File: src/rtl/smr_pkg.sv
package smr_pkg;

    typedef struct packed {
        logic s1p1;
        logic s3p1;
        logic s5p2;
        logic s6p1;
        logic s6p2;
    } smr_strb_t;

    typedef enum logic [2:0] {
        ST_IDLE   = 3'd0,
        ST_ARM    = 3'd1,
        ST_SHIFT  = 3'd2,
        ST_FLUSH1 = 3'd3,
        ST_FLUSH2 = 3'd4
    } smr_state_t;

    // step index within a machine cycle, states and phases counted from 1
    function automatic int step_idx(input int st, input int ph, input int phases);
        return (st - 1) * phases + (ph - 1);
    endfunction

endpackage

File: src/rtl/smr_mcyc_seq.sv
module smr_mcyc_seq
    import smr_pkg::*;
#(
    parameter int STATES = 6,
    parameter int PHASES = 2
) (
    input  logic      clk,
    input  logic      rst,
    output smr_strb_t strb
);
    localparam int NSTEP  = STATES * PHASES;
    localparam int STEP_W = $clog2(NSTEP);

    logic [STEP_W-1:0] step_q;

    always_ff @(posedge clk) begin
        if (rst)
            step_q <= '0;
        else if (step_q == STEP_W'(NSTEP - 1))
            step_q <= '0;
        else
            step_q <= step_q + 1'b1;
    end

    always_comb begin
        strb.s1p1 = (step_q == STEP_W'(step_idx(1, 1, PHASES)));
        strb.s3p1 = (step_q == STEP_W'(step_idx(3, 1, PHASES)));
        strb.s5p2 = (step_q == STEP_W'(step_idx(5, 2, PHASES)));
        strb.s6p1 = (step_q == STEP_W'(step_idx(6, 1, PHASES)));
        strb.s6p2 = (step_q == STEP_W'(step_idx(6, 2, PHASES)));
    end

    p_strobe_onehot_r1: assert property (@(posedge clk) disable iff (rst)
        $onehot0({strb.s1p1, strb.s3p1, strb.s5p2, strb.s6p1, strb.s6p2}));

    p_cycle_start_r1: assert property (@(posedge clk) disable iff (rst)
        strb.s6p2 |=> strb.s1p1);

endmodule

File: src/rtl/smr_shifter.sv
module smr_shifter #(
    parameter int DATA_W = 8
) (
    input  logic              clk,
    input  logic              rst,
    input  logic              load,
    input  logic              shift_en,
    input  logic              s5p2,
    input  logic              s6p2,
    input  logic              din,
    output logic [DATA_W-1:0] sreg,
    output logic              last
);
    localparam logic [DATA_W-1:0] PRELOAD = {{(DATA_W-1){1'b1}}, 1'b0};

    logic samp_q;

    always_ff @(posedge clk) begin
        if (rst) begin
            sreg   <= '1;
            samp_q <= 1'b0;
        end else begin
            if (shift_en && s5p2)
                samp_q <= din;
            if (load)
                sreg <= PRELOAD;
            else if (shift_en && s6p2)
                sreg <= {sreg[DATA_W-2:0], samp_q};
        end
    end

    // the marker has reached the leftmost cell: the next shift is the final one
    assign last = ~sreg[DATA_W-1];

    p_shift_phase_r4: assert property (@(posedge clk) disable iff (rst)
        (!$stable(sreg) && !$past(load)) |-> $past(s6p2));

endmodule

File: src/rtl/smr_ctrl.sv
module smr_ctrl
    import smr_pkg::*;
#(
    parameter int DATA_W = 8
) (
    input  logic              clk,
    input  logic              rst,
    input  logic              s1p1,
    input  logic              s3p1,
    input  logic              s6p1,
    input  logic              s6p2,
    input  logic              wr_ctrl,
    input  logic              wr_rx_en,
    input  logic              wr_done,
    input  logic              last,
    input  logic [DATA_W-1:0] sreg,
    output logic              load,
    output logic              shift_en,
    output logic              sclk,
    output logic              done,
    output logic [DATA_W-1:0] rx_byte
);
    smr_state_t st_q, st_nxt;
    logic       start_req;
    logic       active;
    logic       finish;

    assign start_req = wr_ctrl && wr_rx_en && !wr_done;
    assign active    = (st_q == ST_SHIFT) || (st_q == ST_FLUSH1) || (st_q == ST_FLUSH2);
    assign load      = (st_q == ST_ARM) && s1p1;
    assign shift_en  = (st_q == ST_SHIFT);
    assign finish    = (st_q == ST_FLUSH2) && s1p1;

    always_comb begin
        st_nxt = st_q;
        unique case (st_q)
            ST_IDLE:   if (start_req)     st_nxt = ST_ARM;
            ST_ARM:    if (s1p1)          st_nxt = ST_SHIFT;
            ST_SHIFT:  if (s6p2 && last)  st_nxt = ST_FLUSH1;
            ST_FLUSH1: if (s1p1)          st_nxt = ST_FLUSH2;
            ST_FLUSH2: if (s1p1)          st_nxt = ST_IDLE;
            default:                      st_nxt = ST_IDLE;
        endcase
    end

    always_ff @(posedge clk) begin
        if (rst) begin
            st_q    <= ST_IDLE;
            sclk    <= 1'b1;
            done    <= 1'b0;
            rx_byte <= '0;
        end else begin
            st_q <= st_nxt;
            if (!active || s6p1)
                sclk <= 1'b1;
            else if (s3p1)
                sclk <= 1'b0;
            if (finish) begin
                done    <= 1'b1;
                rx_byte <= sreg;
            end else if (wr_ctrl) begin
                done <= wr_done;
            end
        end
    end

    p_sclk_idle_r2: assert property (@(posedge clk) disable iff (rst)
        !active |-> sclk);

    p_sclk_fall_r3: assert property (@(posedge clk) disable iff (rst)
        $fell(sclk) |-> $past(s3p1));

    p_sclk_rise_r3: assert property (@(posedge clk) disable iff (rst)
        $rose(sclk) |-> $past(s6p1));

    p_done_edge_r6: assert property (@(posedge clk) disable iff (rst)
        $rose(done) |-> ($past(s1p1) || $past(wr_ctrl)));

    p_byte_hold_r9: assert property (@(posedge clk) disable iff (rst)
        !$stable(rx_byte) |-> (done && $past(s1p1)));

endmodule

File: src/rtl/sync_marker_rx.sv
module sync_marker_rx
    import smr_pkg::*;
#(
    parameter int DATA_W = 8,
    parameter int STATES = 6,
    parameter int PHASES = 2
) (
    input  logic              clk,
    input  logic              rst,
    input  logic              wr_ctrl,
    input  logic              wr_rx_en,
    input  logic              wr_done,
    input  logic              rx_din,
    output logic              sclk,
    output logic [DATA_W-1:0] rx_byte,
    output logic              rx_done
);
    smr_strb_t         strb;
    logic              load;
    logic              shift_en;
    logic              last;
    logic [DATA_W-1:0] sreg;

    smr_mcyc_seq #(.STATES(STATES), .PHASES(PHASES)) u_seq (
        .clk  (clk),
        .rst  (rst),
        .strb (strb)
    );

    smr_shifter #(.DATA_W(DATA_W)) u_shift (
        .clk      (clk),
        .rst      (rst),
        .load     (load),
        .shift_en (shift_en),
        .s5p2     (strb.s5p2),
        .s6p2     (strb.s6p2),
        .din      (rx_din),
        .sreg     (sreg),
        .last     (last)
    );

    smr_ctrl #(.DATA_W(DATA_W)) u_ctrl (
        .clk      (clk),
        .rst      (rst),
        .s1p1     (strb.s1p1),
        .s3p1     (strb.s3p1),
        .s6p1     (strb.s6p1),
        .s6p2     (strb.s6p2),
        .wr_ctrl  (wr_ctrl),
        .wr_rx_en (wr_rx_en),
        .wr_done  (wr_done),
        .last     (last),
        .sreg     (sreg),
        .load     (load),
        .shift_en (shift_en),
        .sclk     (sclk),
        .done     (rx_done),
        .rx_byte  (rx_byte)
    );

endmodule

File: config.mk
export PLATFORM = sky130hd
export DESIGN_NAME = sync_marker_rx
export DESIGN_NICKNAME = d
export VERILOG_FILES = /design/src/rtl/smr_pkg.sv /design/src/rtl/smr_mcyc_seq.sv /design/src/rtl/smr_shifter.sv /design/src/rtl/smr_ctrl.sv /design/src/rtl/sync_marker_rx.sv
export SDC_FILE = /design/constraint.sdc
export NUM_CORES = 1
export LEC_CHECK = 0
export CORE_MARGIN = 2
export CORE_UTILIZATION = 45
export DETAILED_ROUTE_END_ITERATION = 8
export DONT_BUFFER_PORTS = 1
export MAX_ROUTING_LAYER = met4
export SYNTH_ARGS = -nofsm -noshare
export SYNTH_HDL_FRONTEND = slang
export SYNTH_SLANG_ARGS = --single-unit
File: constraint.sdc
create_clock -name clk -period 2.6 [get_ports clk]
set_input_delay 0.26 -clock clk [delete_from_list [all_inputs] [get_ports clk]]
set_output_delay 0.26 -clock clk [all_outputs]
set_load 0.1 [all_outputs]
==> results.txt <==
----------------------------------------------------
[Outcome]
  Result of the run ... finished clean

[Synth]
  Primary FF master, synth ... sky130_fd_sc_hd__dfxtp_1
  Adder and majority gate portion of the synthesized area ... 4.08%
  FFs w/ async S/R, synth ... 0%
  Gate Count Post-Synth ... 133
  Post-synthesis register bit count ... 26
  Synth Net Count ... 143
  Portion of the post-synthesis area used by sequential elements ... 42.4%
  Simple-gate area share of the yosys netlist ... 30.6%
  Synth warn ... 0
  Synth cell types ... 34
  XOR/XNOR Fraction of Synth Area ... 0.714%
  Largest family of logic cells by synthesized area ... simple AND/OR/NAND/NOR gates
  Count of flip-flops with a built-in enable after synthesis ... 0
  Average cell area after synthesis ... 9.23 µm²
  Share of cell area taken by muxes after synthesis ... 8.26%
  Netlist Area Pre-Place ... 0.00123 mm²
  Compound-gate portion of the synthesized area ... 8.77%

[STA]
  Worst clock skew on the final layout ... 0.00167 ns
  Pins Over Slew Limit ... 0
  Remaining max-slew budget at the tightest pin ... 35.5%
  Unrepaired setup endpoints after global routing ... false
  Final min period ... 1.72 ns
  Final clock period utilization by the worst path ... 66.1%
  Fin Setup TNS ... 0 ns
  Slew at the pin closest to its max-slew limit ... 0.967 ns
  Final hold violation count ... 0
  Final count of negative-setup-slack endpoints ... 0
  Achievable clock frequency ... 582 MHz
  Worst Slack Setup Final ... 0.881 ns

[Clocking]
  Root Buffer Master ... sky130_fd_sc_hd__clkbuf_4
  TritonCTS clock tree ... yes
  CTS H-tree depth ... 1
  Max clock buf depth ... 2
  Post-CTS setup repair buffer count ... 0
  Clock transition at the registers of the reported paths ... 0.14 ns
  Number of sinks driven by the clock tree ... 26
  Worst-skew pair later-pin latency ... 0.32 ns
  Clock buffer count from CTS ... 3

[Flow run]
  Max-cap check violation count ... 0

[Floorplan]
  Initial Utilization ... 48.7%
  Total core area ... 0.00252 mm²
  DIE HEIGHT ... 56.2 µm
  Row count ... 18
  Width of the die ... 56.2 µm
  Boundary pin count ... 16
  Floorplan die area ... 0.00316 mm²

[Setup path]
  Critical path cell sequence ... ha_1 -> and3b_1 -> nand3b_1 -> a2111oi_0
  Delay of the slowest cell on the worst path ... 0.44 ns
  Number of buffers and inverters on the critical path ... 0
  Required time at the worst-slack endpoint ... 2.82 ns
  Critical-path top delay cell ... sky130_fd_sc_hd__and3b_1
  Dominant delay contributor by cell family on the critical path ... simple AND/OR/NAND/NOR gates
  Nature of the critical path startpoint ... flop
  Setup Crit Path Kind ... reg2reg
  Capturing element type of the critical path ... flop
  Crit path max fanout ... 11
  Arrival time at the worst endpoint ... 1.94 ns

[Final layout]
  Area overhead of the layout relative to synthesis ... 7.14%
  Share of layout cells above drive strength 1 ... 10.6%
  Post-layout nets ... 143
  Diodes inserted ... 0

[Power]
  Maximum vdd ir drop ... 0.299 mV
  Areal power density over the cells ... 578 mW/mm²
  Leakage power of the design ... 0.453 nW

[Drt]
  Detailed-routing iteration count for the pre-antenna-repair pass ... 4
  Avg Vias per Cell ... 5.72
  Remaining DRCs ... 0
  Routed wire length ... 2.20 mm
  Initial DRC count ... 32
  Average wire per cell in the routed design ... 13.6 µm
  Remaining antenna violation count after routing ... 0
  Total via count in the routed design ... 927

[Global route]
  Vias in the first global route ... 858
  GRT Residual Overflow ... 0
  Largest net degree at the start of global routing ... 24
  Global-route wire length before repair ... 3.94 mm
  Overall global routing resource usage ... 16.0%
  Antenna violations before repair ... 0

[Place]
  Final RePlAce weighted congestion ... 0.762
  Post-DP HPWL ... 1.49 mm
  Number of input and output port buffers inserted ... 0
  Placement Setup Slack ... 0.890 ns

[Min path]
  Worst min-delay path category ... in2reg

----------------------------------------------------
==> area by class of cell <==
type                    instances  area (µm²)
inverters                       4        15.0
well taps                      30        37.5
flip-flops and latches         26         520
clock inverters                 1        30.0
repair buffers                  5        40.0
clock buffers                   3        22.5
fillers                       241        1210
multi-input cells              93         649
==> path summary, 6_finish.rpt <==
check | start | end | slack, ns | cells past startpoint
min | rst | u_ctrl.sclk | 0.05 | 2
max reg2reg | u_seq.step_q[0] | u_ctrl.st_q[0] | 0.88 | 4
max | u_seq.step_q[0] | u_ctrl.st_q[0] | 0.88 | 4
min reg2reg | u_ctrl.rx_byte[6] | u_ctrl.rx_byte[6] | 0.49 | 2
==> cells in the final DEF (no fill, tap or decap), types with 4 or more instances in the layout <==
master	count
sky130_fd_sc_hd__buf_4	4
sky130_fd_sc_hd__o21ai_0	9
sky130_fd_sc_hd__nand2b_1	17
sky130_fd_sc_hd__mux2i_1	9
sky130_fd_sc_hd__nor2_1	4
sky130_fd_sc_hd__inv_1	4
sky130_fd_sc_hd__ha_1	4
sky130_fd_sc_hd__dfxtp_1	26
sky130_fd_sc_hd__nand3_1	16
==> registers in the layout (all words and copies together), names as in the netlist <==
signal / count
u_seq.step_q: 4
u_shift.sreg: 8
u_ctrl.done: 1
u_shift.samp_q: 1
u_ctrl.st_q: 3
u_ctrl.rx_byte: 8
u_ctrl.sclk: 1
==> per-stage QoR <==
stage               util [%]  total power [W]  hold WS (ns)  area [µm²]  std cells
floorplan                  -         0.000479         0.454        1230        133
global placement        49.7         0.000483         0.332        1250        157
detailed placement      49.7         0.000485         0.333        1250        157
CTS                     52.1         0.000767        0.0476        1320        162
global route            52.1         0.000796        0.0431        1320        162
finish                  52.1         0.000760        0.0544        1320        162
==> layer usage <==
metal | track usage [%] | share of wire (%)
met4 | 6.12 | 1.0
met1 | 21.0 | 49
met3 | 3.26 | 4.7
met2 | 24.0 | 45
met5 | - | 0
==> synthesized netlist by cell type, drive strengths merged, types with 2 or more instances <==
master  count  area, µm²
a21oi       3       15.0
buf         5       30.0
clkbuf      5       18.8
dfxtp      26        521
ha          4       50.1
inv         4       15.0
mux2i       9       90.1
nand2b     17        106
nand3      16       80.1
nand3b      3       22.5
nor2        4       15.0
nor2b       2       12.5
nor3        3       15.0
nor3b       3       27.5
nor4        2       12.5
nor4bb      2       20.0
o21ai       9       45.0
or3b        2       17.5
==> power breakdown <==
group	leakage (nW)	switching, W	total, W	internal [W]
registers	0.211	0.0000126	0.000419	0.000406
logic	0.214	0.0000312	0.0000596	0.0000284
clock network	0.0279	0.000126	0.000282	0.000156
total	0.453	0.000169	0.000760	0.000591
==> what timing repair did <==
item                                    CTS  global route
endpoints found under the hold margin     8             0
hold buffers                              1             0
resized for setup                         0             0
endpoints found under the setup margin    0             0
==> cell families after synthesis <==
| family | after synthesis |
|---|---|
| compound gates | 18 |
| xor+xnor | 1 |
| fa+ha+maj | 4 |
| buf+inv | 14 |
| flops | 26 |
| mux | 10 |
| simple gates | 60 |
(Power assumes the default switching activity.)
